<file path="config.mk">
export PLATFORM = sky130hd
export DESIGN_NAME = duo_decode_front
export DESIGN_NICKNAME = d
export VERILOG_FILES = /design/src/rtl/duo_pkg.sv /design/src/rtl/duo_slot_pick.sv /design/src/rtl/duo_turn_arb.sv /design/src/rtl/duo_decode_front.sv
export SDC_FILE = /design/constraint.sdc
export NUM_CORES = 1
export LEC_CHECK = 0
export ABC_CLOCK_PERIOD_IN_PS = 30800
export BUFFER_PORTS_ARGS = -buffer_cell sky130_fd_sc_hd__buf_2
export CELL_PAD_IN_SITES_DETAIL_PLACEMENT = 0
export CELL_PAD_IN_SITES_GLOBAL_PLACEMENT = 1
export CORE_MARGIN = 2
export CORE_UTILIZATION = 50
export DETAILED_ROUTE_END_ITERATION = 10
export HOLD_SLACK_MARGIN = 0.08
export MAX_ROUTING_LAYER = met4
export PLACE_DENSITY_LB_ADDON = 0.25
export SYNTH_ARGS = -nofsm -noshare
export SYNTH_HDL_FRONTEND = slang
export SYNTH_SLANG_ARGS = --single-unit
</file>
<file path="constraint.sdc">
create_clock -name clk -period 30.8 [get_ports clk]
set_input_delay 3.08 -clock clk [delete_from_list [all_inputs] [get_ports clk]]
set_output_delay 3.08 -clock clk [all_outputs]
set_load 0.01 [all_outputs]
</file>
<file path="src/rtl/duo_pkg.sv">
package duo_pkg;
    localparam int unsigned DUO_THREADS = 2;
    localparam int unsigned DUO_TID_W   = 1;
endpackage

</file>
<file path="src/rtl/duo_slot_pick.sv">
// Finds up to SLOTS instruction starts at or after base_off in one chunk.
module duo_slot_pick #(
    parameter int unsigned CHUNK_BYTES = 16,
    parameter int unsigned SLOTS       = 4,
    localparam int unsigned OFF_W      = $clog2(CHUNK_BYTES),
    localparam int unsigned CNT_W      = $clog2(CHUNK_BYTES + 1)
) (
    input  logic [CHUNK_BYTES-1:0]      start_mask,
    input  logic [OFF_W-1:0]            base_off,
    output logic [SLOTS-1:0]            slot_vld,
    output logic [SLOTS-1:0][OFF_W-1:0] slot_off,
    output logic [OFF_W-1:0]            next_off,
    output logic                        last_pass,
    output logic                        empty
);
    logic [CHUNK_BYTES-1:0] rem;
    logic [CNT_W-1:0]       run;
    logic                   more;

    always_comb begin
        rem      = '0;
        slot_vld = '0;
        slot_off = '0;
        next_off = '0;
        more     = 1'b0;
        run      = '0;
        for (int i = 0; i < CHUNK_BYTES; i++) begin
            if (OFF_W'(i) >= base_off) begin
                rem[i] = start_mask[i];
            end
            if (rem[i]) begin
                for (int s = 0; s < SLOTS; s++) begin
                    if (run == CNT_W'(s)) begin
                        slot_vld[s] = 1'b1;
                        slot_off[s] = OFF_W'(i);
                    end
                end
                if (run == CNT_W'(SLOTS)) begin
                    more     = 1'b1;
                    next_off = OFF_W'(i);
                end
                run = run + CNT_W'(1);
            end
        end
    end

    assign last_pass = !more;
    assign empty     = (rem == '0);
endmodule

</file>
<file path="src/rtl/duo_turn_arb.sv">
// Two-way turn keeper: alternate on contention, otherwise serve whoever is ready.
module duo_turn_arb (
    input  logic [1:0] elig,
    input  logic       prev,
    output logic       grant,
    output logic       any
);
    always_comb begin
        any = |elig;
        if (elig[0] && elig[1]) begin
            grant = ~prev;
        end else begin
            grant = elig[1];
        end
    end
endmodule

</file>
<file path="src/rtl/duo_decode_front.sv">
module duo_decode_front
    import duo_pkg::*;
#(
    parameter int unsigned CHUNK_BYTES = 16,
    parameter int unsigned SLOTS       = 4,
    localparam int unsigned OFF_W      = $clog2(CHUNK_BYTES),
    localparam int unsigned NT         = DUO_THREADS
) (
    input  logic                              clk,
    input  logic                              rst_n,
    input  logic [NT-1:0]                     in_valid,
    input  logic [NT-1:0][CHUNK_BYTES-1:0]    in_starts,
    input  logic [NT-1:0]                     in_flush,
    output logic [NT-1:0]                     in_ack,
    output logic                              out_valid,
    input  logic                              out_ready,
    output logic [DUO_TID_W-1:0]              out_tid,
    output logic [SLOTS-1:0]                  out_slot_vld,
    output logic [SLOTS-1:0][OFF_W-1:0]       out_slot_off
);
    typedef struct packed {
        logic                        vld;
        logic [DUO_TID_W-1:0]        tid;
        logic [SLOTS-1:0]            svld;
        logic [SLOTS-1:0][OFF_W-1:0] soff;
    } bundle_t;

    typedef struct packed {
        bundle_t                     bnd;
        logic [DUO_TID_W-1:0]        prev;
        logic [NT-1:0][OFF_W-1:0]    off;
    } state_t;

    state_t st_q, st_d;

    logic [NT-1:0][SLOTS-1:0]            pk_vld;
    logic [NT-1:0][SLOTS-1:0][OFF_W-1:0] pk_off;
    logic [NT-1:0][OFF_W-1:0]            pk_next;
    logic [NT-1:0]                       pk_last;
    logic [NT-1:0]                       pk_empty;
    logic [NT-1:0]                       elig;
    logic                                grant;
    logic                                any;
    logic                                adv;

    for (genvar t = 0; t < NT; t++) begin : g_thr
        duo_slot_pick #(
            .CHUNK_BYTES(CHUNK_BYTES),
            .SLOTS      (SLOTS)
        ) u_pick (
            .start_mask(in_starts[t]),
            .base_off  (st_q.off[t]),
            .slot_vld  (pk_vld[t]),
            .slot_off  (pk_off[t]),
            .next_off  (pk_next[t]),
            .last_pass (pk_last[t]),
            .empty     (pk_empty[t])
        );
        assign elig[t] = in_valid[t] && !in_flush[t] && !pk_empty[t];
    end

    duo_turn_arb u_arb (
        .elig (elig),
        .prev (st_q.prev),
        .grant(grant),
        .any  (any)
    );

    always_comb begin
        logic take;
        st_d   = st_q;
        in_ack = '0;
        adv    = !st_q.bnd.vld || out_ready;
        if (adv) begin
            st_d.bnd.vld = any;
            if (any) begin
                st_d.bnd.tid  = grant;
                st_d.bnd.svld = pk_vld[grant];
                st_d.bnd.soff = pk_off[grant];
                st_d.prev     = grant;
            end
        end
        for (int t = 0; t < NT; t++) begin
            take = adv && any && (grant == DUO_TID_W'(t));
            if (take) begin
                st_d.off[t] = pk_last[t] ? '0 : pk_next[t];
            end
            if (in_flush[t]) begin
                st_d.off[t] = '0;
            end
            in_ack[t] = in_valid[t] && !in_flush[t] &&
                        (pk_empty[t] || (take && pk_last[t]));
        end
    end

    always_ff @(posedge clk) begin
        if (!rst_n) begin
            st_q      <= '0;
            st_q.prev <= 1'b1;
        end else begin
            st_q <= st_d;
        end
    end

    assign out_valid    = st_q.bnd.vld;
    assign out_tid      = st_q.bnd.tid;
    assign out_slot_vld = st_q.bnd.svld;
    assign out_slot_off = st_q.bnd.soff;
endmodule

</file>
==> reports/results.md, run 1 <==
| Parameter | Reported |
|---|---|
| Most common cell after layout, fill and taps aside | sky130_fd_sc_hd__nand2_1 |
| Minimum setup slack after placement | 13260 ps |
| Number of nets still failing antenna checks after routing | 0 |
| Actual transition at the worst max-transition pin | 986 ps |
| Count of endpoints failing hold in the final timing report | 0 |
| Core area | 17800 sq um |
| Cell taking the most area after synthesis | sky130_fd_sc_hd__ha_1 |
| Port Buf Inserts | 62 |
| Vertical die dimension | 139 um |
| Period utilisation layout | 57.9% |
| Minimum hold slack | 457 ps |
| Maximum fanout along the worst path | 12 |
| Most instantiated flip-flop cell in the synthesis netlist | sky130_fd_sc_hd__dfxtp_1 |
| Standard-cell rows | 49 |
| Remaining global-route overflow | 0 |
| WS Path Type | in2out |
| Crit end category | output port |
| Register bit total from synthesis | 31 |
| Sequential cell area | 621 sq um |
| Worst clock skew | 4.91 ps |
| Maximum buffer depth of the clock tree | 2 |
| Vias after detailed routing | 9922 |
| Overall routed net length | 31300 um |
| Post-detailed-route DRC marker count | 0 |
| Synth Cell Area | 9060 sq um |
| Avg Vias per Cell | 6.38 |
| Synth-to-Final Area Change | 7.14% |
| Die width | 139 um |
| Post-CTS repair timing setup buffer count | 0 |
| Number of clock buffers inserted by TritonCTS | 5 |
| Area of the multi-input gates | 7980 sq um |
| Vias in the first global route | 9525 |
| Clock tree from TritonCTS | done |
| Number of fill cells | 1816 |
| Maximum number of pins on one net before global-route repair | 27 |
| Gate count after technology mapping | 1290 |
| Fraction of the core area covered by cells at the end of the flow | 54.4% |
| Average wire length per cell after detail routing | 20.1 um |
| Relative slew margins | 33.7% |
| Total routing usage reported by global routing | 32.4% |
| Antenna Cells | 0 |
| Total number of yosys warnings | 0 |
| Number of enable flip-flop cells after synthesis | 0 |
| Wire length of the first global-routing pass | 49800 um |
| Share of the synthesized area in the top cell type | 14.4% |
| Final setup slack of the worst path | 12960 ps |
| Detailed placement HPWL | 25300 um |
| Clock Pin Slew Worst Setup and Hold Paths | 50 ps |
| Post-Synthesis Mean Instance Area | 7.02 sq um |
| Final period demand of the worst path | 17840 ps |
| Data arrival time at the worst-slack endpoint | 14760 ps |
| Leading cell types by total area after synthesis | sky130_fd_sc_hd__ha_1, sky130_fd_sc_hd__dfxtp_1, sky130_fd_sc_hd__nand2_1, sky130_fd_sc_hd__xnor2_1, sky130_fd_sc_hd__nor2_1 |
| Max-cap viol count | 0 |
| Clk sinks | 31 |
| Later-pin clock latency in the skew report | 280 ps |
| GP Congestion | 0.983 |
| # nets final | 1467 |
| Commonest cells after routing, fill and taps aside | sky130_fd_sc_hd__nand2_1, sky130_fd_sc_hd__nor2_1, sky130_fd_sc_hd__ha_1, sky130_fd_sc_hd__o21ai_0, sky130_fd_sc_hd__a21oi_1 |
| CTS Hold Buffers Added | 0 |
| Clock root buffer | sky130_fd_sc_hd__clkbuf_16 |
| Share of final-layout standard cells stronger than drive strength 1 | 10.0% |
| Iteration count of the initial detailed-routing pass | 6 |
| Starting density of the core | 50.8% |
| DRC violation total after the first TritonRoute iteration | 924 |
| Data required, critical path | 27720 ps |
| Number of failing setup endpoints in the final timing report | 0 |
| Startpoint kind of the worst setup timing path | primary input |
| Die Area | 19200 sq um |
| Syn_nets | 1433 |
| Proportion of synthesized chip area in sequential cells | 6.85% |
| Outcome | finished, final reports clean |
| Cell repeated most along the worst path | sky130_fd_sc_hd__ha_1 |
| Max-slew violation count | 0 |
| Share of synthesized registers carrying an async set or reset | 0% |
| Library cell contributing the largest single delay on the critical path | sky130_fd_sc_hd__xnor2_1 |
| Max Freq | 0.0561 GHz |
| Unique cell type count in the Yosys netlist | 101 |
| Number of instances resized during post-cts repair | 0 |
| Unrepaired setup endpoints after global routing | false |
| Classification of the worst-slack hold path | reg2reg |
| Setup TNS | 0 ps |
| Biggest cell delay along the critical path | 760 ps |
| Maximum level of the CTS H-tree | 2 |
| # IOs | 63 |
| Number of antenna violations at the first check in global routing | 0 |
## area by class of cell
cell class | count | share of cell area, %
Clock buffer | 7 | 1.37
Clock inverter | 1 | 0.0516
Timing Repair Buffer | 76 | 4.28
Sequential cell | 31 | 6.40
Inverter | 70 | 2.71
Tap cell | 229 | 2.95
Multi-Input combinational cell | 1140 | 82.2
## path summary, 6_finish.rpt
| check | startpoint | end | slack, ps | cells after the start |
|---|---|---|---|---|
| min | st_q[8] | st_q[8] | 460 | 1 |
| min reg2reg | st_q[8] | st_q[8] | 460 | 1 |
| max | in_starts[16] | in_ack[1] | 12960 | 54 |
| max reg2reg | st_q[5] | st_q[6] | 18570 | 52 |
## critical path: cells and delay by family
family | cells | cell delay (ps)
compound gates | 12 | 2630
simple gates | 19 | 3510
buf+inv | 7 | 760
fa+ha+maj | 12 | 3330
xor+xnor | 1 | 760
mux | 3 | 680
## through the flow
step,std cells,area [sq um]
after detailed placement,1546,9570
after global placement,1546,9570
final,1554,9700
after CTS,1554,9700
after floorplan,1290,9060
after global routing,1554,9700
## layer usage
metal / share of wire, % / wire length [um] / GRT usage (%)
met2: 48 / 15000 / 55.3
met4: 4.9 / 1540 / 14.6
met1: 42 / 13200 / 39.4
met3: 5.2 / 1640 / 2.07
met5: 0 / 0 / -
## cell families after synthesis
kind of cell / after synthesis / synth area share (%)
AOI/OAI and AO/OA: 362 / 27.8
xor gates and xnor gates: 93 / 11.6
adders and majority gates: 106 / 14.6
buffers and inverters: 119 / 5.08
DFF: 31 / 6.85
muxes: 20 / 2.29
and+or+nand+nor: 559 / 31.8
## state kept, by name, summed over array words and instances (netlist names)
name,cells
out_slot_off,16
out_slot_vld,4
out_tid,1
out_valid,1
st_q,9
## synthesized netlist by cell type, types with 25 or more instances
cell type	count
sky130_fd_sc_hd__a31oi_1	34
sky130_fd_sc_hd__dfxtp_1	31
sky130_fd_sc_hd__o21ai_0	71
sky130_fd_sc_hd__nor3_1	36
sky130_fd_sc_hd__and3_1	25
sky130_fd_sc_hd__nand3_1	66
sky130_fd_sc_hd__ha_1	104
sky130_fd_sc_hd__clkbuf_1	35
sky130_fd_sc_hd__xnor2_1	57
sky130_fd_sc_hd__nor2_1	111
sky130_fd_sc_hd__a21oi_1	71
sky130_fd_sc_hd__inv_1	66
sky130_fd_sc_hd__nand2_1	150
Power of run 1 is not shown: default switching activity piles up to over one toggle a cycle in this logic, so the estimate is an artifact.
==> run 2: changes to the inputs <==
ABC_AREA = 1   (was default)
ABC_CLOCK_PERIOD_IN_PS = 16500   (was 30800)
CORE_UTILIZATION = 44   (was 50)
clock period = 16.5 ns   (was 30.8 ns; I/O delays follow)
==> reports/results.md, run 2 <==
| Parameter | Reported | vs previous |
|---|---|---|
| Outcome | finished, final reports clean | unchanged |
| Unique cell type count in the Yosys netlist | 49 | was 101 |
| Average wire length per cell after detail routing | 14.6 um | was 20.1 um |
| Worst clock skew | 6.05 ps | was 4.91 ps |
| Final setup slack of the worst path | 3480 ps | was 12960 ps |
| Post-placement cell count | 1928 | was 1546 |
| Most common cell after layout, fill and taps aside | sky130_fd_sc_hd__nand2_1 | unchanged |
| Crit end category | output port | unchanged |
| Die width | 147 um | was 139 um |
| Max-cap viol count | 0 | unchanged |
| Number of enable flip-flop cells after synthesis | 0 | unchanged |
| Count of non-filler cells in the finished layout | 1936 | was 1554 |
| # nets final | 1808 | was 1467 |
| Synth Cell Area | 9010 sq um | was 9060 sq um |
| Clock root buffer | sky130_fd_sc_hd__clkbuf_16 | unchanged |
| Commonest cells after routing, fill and taps aside | sky130_fd_sc_hd__nand2_1, sky130_fd_sc_hd__inv_1, sky130_fd_sc_hd__nand3_1, sky130_fd_sc_hd__nor2_1, sky130_fd_sc_hd__ha_1 | was sky130_fd_sc_hd__nand2_1, sky130_fd_sc_hd__nor2_1, sky130_fd_sc_hd__ha_1, sky130_fd_sc_hd__o21ai_0, sky130_fd_sc_hd__a21oi_1 |
| Detailed placement HPWL | 24600 um | was 25300 um |
| Worst min-delay path endpoint | st_q[8] | unchanged |
| Worst Reg-to-Reg Cells | 52 | unchanged |
| Critical register-to-register path startpoint | st_q[2] | was st_q[5] |
| Sequential cell area | 621 sq um | unchanged |
| Overall routed net length | 28400 um | was 31300 um |
| Maximum number of pins on one net before global-route repair | 25 | was 27 |
| Maximum vdd ir drop | 0.0000831 V |  |
| Total number of yosys warnings | 0 | unchanged |
| Critical hold path startpoint | st_q[8] | unchanged |
| Share of synthesized registers carrying an async set or reset | 0% | unchanged |
| Total routing usage reported by global routing | 26.9% | was 32.4% |
| Later-pin clock latency in the skew report | 280 ps | about the same |
| Starting density of the core | 44.7% | was 50.8% |
| Post-detailed-route DRC marker count | 0 | unchanged |
| Antenna Cells | 0 | unchanged |
| Number of antenna violations at the first check in global routing | 0 | unchanged |
| Max-slew violation count | 0 | unchanged |
| Combinational share of power | 85.6% |  |
| Clock Pin Slew Worst Setup and Hold Paths | 50 ps | about the same |
| P_int | 605 uW |  |
| Startpoint kind of the worst setup timing path | primary input | unchanged |
| Minimum hold slack | 502 ps | was 457 ps |
| Remaining global-route overflow | 0 | unchanged |
| Classification of the worst-slack hold path | reg2reg | unchanged |
| Wire length of the first global-routing pass | 46500 um | was 49800 um |
| Gate count after technology mapping | 1607 | was 1290 |
| Area of the multi-input gates | 7320 sq um | was 7980 sq um |
| Maximum buffer depth of the clock tree | 2 | unchanged |
| Number of clock buffers inserted by TritonCTS | 5 | unchanged |
| Cell taking the most area after synthesis | sky130_fd_sc_hd__nand2_1 | was sky130_fd_sc_hd__ha_1 |
| Library cell contributing the largest single delay on the critical path | sky130_fd_sc_hd__ha_1 | was sky130_fd_sc_hd__xnor2_1 |
| Worst hold path depth | 2 | was 1 |
| R2R Setup Slk | 6230 ps | was 18570 ps |
| Actual transition at the worst max-transition pin | 862 ps | was 986 ps |
| Period utilisation layout | 78.9% |  |
| Final period demand of the worst path | 13020 ps |  |
| Proportion of total power due to net switching | 60.6% |  |
| Most frequent cells after synthesis | sky130_fd_sc_hd__nand2_1, sky130_fd_sc_hd__inv_1, sky130_fd_sc_hd__nand3_1, sky130_fd_sc_hd__nor2_1, sky130_fd_sc_hd__ha_1 | was sky130_fd_sc_hd__nand2_1, sky130_fd_sc_hd__nor2_1, sky130_fd_sc_hd__ha_1, sky130_fd_sc_hd__a21oi_1, sky130_fd_sc_hd__o21ai_0 |
| Leading cell types by total area after synthesis | sky130_fd_sc_hd__nand2_1, sky130_fd_sc_hd__ha_1, sky130_fd_sc_hd__nand3_1, sky130_fd_sc_hd__inv_1, sky130_fd_sc_hd__dfxtp_1 | was sky130_fd_sc_hd__ha_1, sky130_fd_sc_hd__dfxtp_1, sky130_fd_sc_hd__nand2_1, sky130_fd_sc_hd__xnor2_1, sky130_fd_sc_hd__nor2_1 |
| Largest register FFs | 16 | unchanged |
| Max Freq | 0.0768 GHz |  |
| Maximum level of the CTS H-tree | 2 | unchanged |
| Endpoint of the worst-slack reg-to-reg timing path | st_q[1] | was st_q[6] |
| Fraction of the core area covered by cells at the end of the flow | 48.4% | was 54.4% |
| Clock power share | 6.9% |  |
| Iteration count of the initial detailed-routing pass | 5 | was 6 |
| Post-CTS repair timing setup buffer count | 0 | unchanged |
| Number of failing setup endpoints in the final timing report | 0 | unchanged |
| Power density over the cells | 157 nW/um^2 |  |
| Proportion of synthesized chip area in sequential cells | 6.89% | was 6.85% |
| Synth-to-Final Area Change | 8.46% | was 7.14% |
| Setup TNS | 0 ps | unchanged |
| Total power of the final layout | 1.54 mW |  |
| Relative slew margins | 41.9% | was 33.7% |
| Syn_nets | 1750 | was 1433 |
| DRC violation total after the first TritonRoute iteration | 522 | was 924 |
| Most instantiated flip-flop cell in the synthesis netlist | sky130_fd_sc_hd__dfxtp_1 | unchanged |
| Number of fill cells | 2259 | was 1816 |
| Core area | 20200 sq um | was 17800 sq um |
| Count leader, synth | sky130_fd_sc_hd__nand2_1 | unchanged |
| Leak Pwr | 5.80 nW |  |
| Maximum fanout along the worst path | 6 | was 12 |
| Vertical die dimension | 147 um | was 139 um |
| Clock tree from TritonCTS | done | unchanged |
| Share of the synthesized area in the top cell type | 18.7% | was 14.4% |
| Standard-cell rows | 52 | was 49 |
| Vias in the first global route | 9508 | was 9525 |
| Register bit total from synthesis | 31 | unchanged |
| WS Path Type | in2out | unchanged |
| Biggest cell delay along the critical path | 330 ps | was 760 ps |
| Part of the power in registers | 7.5% |  |
| Finished layout cell area | 9770 sq um | was 9700 sq um |
| Switching Power | 932 uW |  |
| Unrepaired setup endpoints after global routing | false | unchanged |
| Avg Vias per Cell | 5.14 | was 6.38 |
| Count of endpoints failing hold in the final timing report | 0 | unchanged |
| Port Buf Inserts | 62 | unchanged |
| Placed inst area | 9600 sq um | was 9570 sq um |
| Share of final-layout standard cells stronger than drive strength 1 | 18.1% | was 10.0% |
| GP Congestion | 0.939 | was 0.983 |
| Data arrival time at the worst-slack endpoint | 11370 ps | was 14760 ps |
| Data required, critical path | 14850 ps | was 27720 ps |
| Cell repeated most along the worst path | sky130_fd_sc_hd__ha_1 | unchanged |
| Minimum setup slack after placement | 3460 ps | was 13260 ps |
| Post-Synthesis Mean Instance Area | 5.61 sq um | was 7.02 sq um |
| Clk sinks | 31 | unchanged |
| Number of nets still failing antenna checks after routing | 0 | unchanged |
| CTS Hold Buffers Added | 0 | unchanged |
| Vias after detailed routing | 9955 | was 9922 |
| # IOs | 63 | unchanged |
| Number of instances resized during post-cts repair | 0 | unchanged |
| Die Area | 21600 sq um | was 19200 sq um |
==> run 2: area by class of cell <==
| cell class | instances | share of cell area [%] |
|---|---|---|
| clock inverters | 2 | 0.359 |
| inverters | 264 | 10.1 |
| multi-input cells | 1299 | 74.9 |
| flip-flops and latches | 31 | 6.35 |
| well taps | 270 | 3.46 |
| repair buffers | 64 | 3.33 |
| clock buffers | 6 | 1.42 |
==> run 2: logic make-up (layout without fill, tap and decap cells) <==
family	count (synthesis)	in the layout	synth area share (%)
AND/OR/NAND/NOR	1058	1058	58.2
buffers and inverters	277	336	11.8
AO/OA/AOI/OAI	136	136	8.56
adder cells (fa/ha/maj)	104	104	14.4
flip-flops	31	31	6.89
XOR/XNOR	1	1	0.0973
==> run 2: power by group through the flow <==
| stage | sequential (mW) | combinational [mW] | clock, mW |
|---|---|---|---|
| after floorplan | 0.119 | 1.00 | 0 |
| after global placement | 0.116 | 1.30 | 0 |
| after detailed placement | 0.116 | 1.30 | 0 |
| after CTS | 0.115 | 1.31 | 0.109 |
| after global routing | 0.117 | 1.50 | 0.112 |
| final | 0.115 | 1.32 | 0.107 |
==> run 2: metal layers <==
metal	up-vias	track usage, %	share of wire, %
met3	39	1.65	2.4
li1	5244	-	-
met2	159	47.9	49
met4	0	7.74	2.8
met1	4513	32.9	45
met5	-	-	0
==> run 2: worst max path at each step <==
| stage | to | from |
|---|---|---|
| floorplan | in_ack[0] | in_starts[1] |
| global placement | in_ack[0] | in_starts[1] |
| detailed placement | in_ack[0] | in_starts[1] |
| CTS | in_ack[0] | in_starts[1] |
| global route | in_ack[0] | in_starts[1] |
| finish | in_ack[0] | in_starts[1] |
==> run 2: worst max-delay path, delay by kind of cell <==
| family | cells | cell delay [ps] |
|---|---|---|
| AND/OR/NAND/NOR | 25 | 4310 |
| adder cells (fa/ha/maj) | 13 | 3610 |
| buffers and inverters | 10 | 910 |
| AO/OA/AOI/OAI | 4 | 850 |
No activity file was read; power rests on OpenSTA's default activity.
==> run 3: changes to the inputs <==
ABC_CLOCK_PERIOD_IN_PS = 11900   (was 16500)
CORE_UTILIZATION = 39   (was 44)
clock period = 11.9 ns   (was 16.5 ns; I/O delays follow)
==> reports/results.md, run 3 (synthesis gave the netlist of run 2 again) <==
| Parameter | Reported | vs previous |
|---|---|---|
| # IOs | 63 | unchanged |
| Average wire length per cell after detail routing | 14.7 um | was 14.6 um |
| Actual transition at the worst max-transition pin | 843 ps | was 862 ps |
| Power density over the cells | 219 nW/um^2 | was 157 nW/um^2 |
| Clk sinks | 31 | unchanged |
| Outcome | finished, final reports clean | unchanged |
| Share of final-layout standard cells stronger than drive strength 1 | 20.0% | was 18.1% |
| Clock tree from TritonCTS | done | unchanged |
| Maximum vdd ir drop | 0.0000752 V | was 0.0000831 V |
| Count of non-filler cells in the finished layout | 1963 | was 1936 |
| Synth-to-Final Area Change | 10.5% | was 8.46% |
| Vias in the first global route | 9591 | was 9508 |
| Maximum level of the CTS H-tree | 2 | unchanged |
| Critical hold path startpoint | st_q[8] | unchanged |
| Max-cap viol count | 0 | unchanged |
| Standard-cell rows | 55 | was 52 |
| Post-placement cell count | 1947 | was 1928 |
| Antenna Cells | 0 | unchanged |
| Total routing usage reported by global routing | 24.4% | was 26.9% |
| Final setup slack of the worst path | 651 ps | was 3480 ps |
| Core area | 22600 sq um | was 20200 sq um |
| Period utilisation layout | 94.5% |  |
| Number of fill cells | 2532 | was 2259 |
| Data arrival time at the worst-slack endpoint | 10060 ps | was 11370 ps |
| WS Path Type | in2out | unchanged |
| Finished layout cell area | 9950 sq um | was 9770 sq um |
| Cell repeated most along the worst path | sky130_fd_sc_hd__ha_1 | unchanged |
| Die Area | 24300 sq um | was 21600 sq um |
| Die width | 156 um | was 147 um |
| Count of endpoints failing hold in the final timing report | 0 | unchanged |
| Leak Pwr | 5.87 nW | was 5.80 nW |
| Maximum number of pins on one net before global-route repair | 24 | was 25 |
| Worst min-delay path endpoint | st_q[8] | unchanged |
| Number of nets still failing antenna checks after routing | 0 | unchanged |
| Relative slew margins | 43.2% | was 41.9% |
| Most common cell after layout, fill and taps aside | sky130_fd_sc_hd__nand2_1 | unchanged |
| Maximum fanout along the worst path | 5 | was 6 |
| CTS Hold Buffers Added | 0 | unchanged |
| Minimum hold slack | 497 ps | was 502 ps |
| Clock Pin Slew Worst Setup and Hold Paths | 50 ps | about the same |
| Largest register FFs | 16 | unchanged |
| Vertical die dimension | 156 um | was 147 um |
| Final period demand of the worst path | 11250 ps |  |
| Critical register-to-register path startpoint | st_q[1] | was st_q[2] |
| Wire length of the first global-routing pass | 46700 um | was 46500 um |
| Remaining global-route overflow | 0 | unchanged |
| Library cell contributing the largest single delay on the critical path | sky130_fd_sc_hd__or2_2 | was sky130_fd_sc_hd__ha_1 |
| Vias after detailed routing | 10002 | was 9955 |
| Max-slew violation count | 0 | unchanged |
| GP Congestion | 0.916 | was 0.939 |
| # nets final | 1820 | was 1808 |
| Avg Vias per Cell | 5.10 | was 5.14 |
| Startpoint kind of the worst setup timing path | primary input | unchanged |
| Biggest cell delay along the critical path | 320 ps | was 330 ps |
| Port Buf Inserts | 62 | unchanged |
| Crit end category | output port | unchanged |
| Max Freq | 0.0889 GHz |  |
| Overall routed net length | 28900 um | was 28400 um |
| Worst clock skew | 5.96 ps | was 6.05 ps |
| DRC violation total after the first TritonRoute iteration | 484 | was 522 |
| Minimum setup slack after placement | 93.5 ps | was 3460 ps |
| Number of antenna violations at the first check in global routing | 0 | unchanged |
| Placed inst area | 9640 sq um | was 9600 sq um |
| Data required, critical path | 10710 ps | was 14850 ps |
| R2R Setup Slk | 2200 ps | was 6230 ps |
| Post-detailed-route DRC marker count | 0 | unchanged |
| Worst hold path depth | 2 | unchanged |
| Fraction of the core area covered by cells at the end of the flow | 44.0% | was 48.4% |
| Endpoint of the worst-slack reg-to-reg timing path | st_q[1] | unchanged |
| Starting density of the core | 39.8% | was 44.7% |
| Classification of the worst-slack hold path | reg2reg | unchanged |
| Number of clock buffers inserted by TritonCTS | 5 | unchanged |
| Commonest cells after routing, fill and taps aside | sky130_fd_sc_hd__nand2_1, sky130_fd_sc_hd__inv_1, sky130_fd_sc_hd__nand3_1, sky130_fd_sc_hd__nor2_1, sky130_fd_sc_hd__nand2_2 | was sky130_fd_sc_hd__nand2_1, sky130_fd_sc_hd__inv_1, sky130_fd_sc_hd__nand3_1, sky130_fd_sc_hd__nor2_1, sky130_fd_sc_hd__ha_1 |
| Maximum buffer depth of the clock tree | 2 | unchanged |
| Iteration count of the initial detailed-routing pass | 5 | unchanged |
| Worst Reg-to-Reg Cells | 52 | unchanged |
| Clock root buffer | sky130_fd_sc_hd__clkbuf_16 | unchanged |
| Detailed placement HPWL | 25400 um | was 24600 um |
| Later-pin clock latency in the skew report | 280 ps | about the same |
| Number of failing setup endpoints in the final timing report | 0 | unchanged |
-- run 3: changes by cell type in the layout (fill, tap and decap cells not counted), moves of 2 or more --
cell	delta
sky130_fd_sc_hd__a21oi_1	-2
sky130_fd_sc_hd__a21oi_2	+2
sky130_fd_sc_hd__and2_1	-2
sky130_fd_sc_hd__and2_4	+2
sky130_fd_sc_hd__buf_4	+12
sky130_fd_sc_hd__nand2_1	-11
sky130_fd_sc_hd__nand2_2	+10
sky130_fd_sc_hd__nor3_1	-3
sky130_fd_sc_hd__nor3_2	+3
-- run 3: through the flow --
stage               TNS [ps]  power (mW)
detailed placement         0        1.99
floorplan                  0        1.56
global placement           0        1.99
CTS                        0        2.15
finish                     0        2.18
global route           -39.6        2.45
-- run 3: worst max-delay path: cells and delay by family --
| kind | cells | cell delay [ps] |
|---|---|---|
| AOI/OAI and AO/OA | 3 | 540 |
| and+or+nand+nor | 28 | 4070 |
| adders and majority gates | 13 | 3400 |
| buffers and inverters | 11 | 810 |
-- run 3: repair_timing --
| action | in CTS | in global routing |
|---|---|---|
| endpoints found under the setup margin | 0 | 2 |
| buffers inserted | 0 | 8 |
| gates resized for setup | 0 | 24 |
-- run 3: final cells by class --
type | instances | area (sq um) | area share, %
clock inverter | 2 | 35.0 | 0.352
timing repair buffer | 76 | 415 | 4.17
inverter | 264 | 991 | 9.96
sequential | 31 | 621 | 6.24
tap | 285 | 357 | 3.58
multi-input combinational | 1299 | 7400 | 74.3
clock buffer | 6 | 139 | 1.40
-- run 3: worst max-delay path by stage --
stage,end,start,slack (ps)
6_report,in_ack[0],in_starts[1],650
5_1_grt,in_ack[1],in_starts[17],-30
4_1_cts,in_ack[0],in_starts[1],80
3_5_place_dp,in_ack[0],in_starts[1],90
3_3_place_gp,in_ack[0],in_starts[1],330
2_1_floorplan,in_ack[0],in_starts[1],820
-- run 3: where the power goes --
group,switching [mW],internal [mW]
clock,0.0442,0.104
combinational,1.24,0.631
sequential,0.0270,0.135
-- run 3: routing by layer --
layer | up-vias | wire length (um) | GRT usage, %
met5 | - | 0 | -
met4 | 0 | 669 | 5.99
met3 | 38 | 802 | 1.33
met2 | 170 | 14300 | 43.9
met1 | 4519 | 13200 | 29.8
li1 | 5275 | - | -
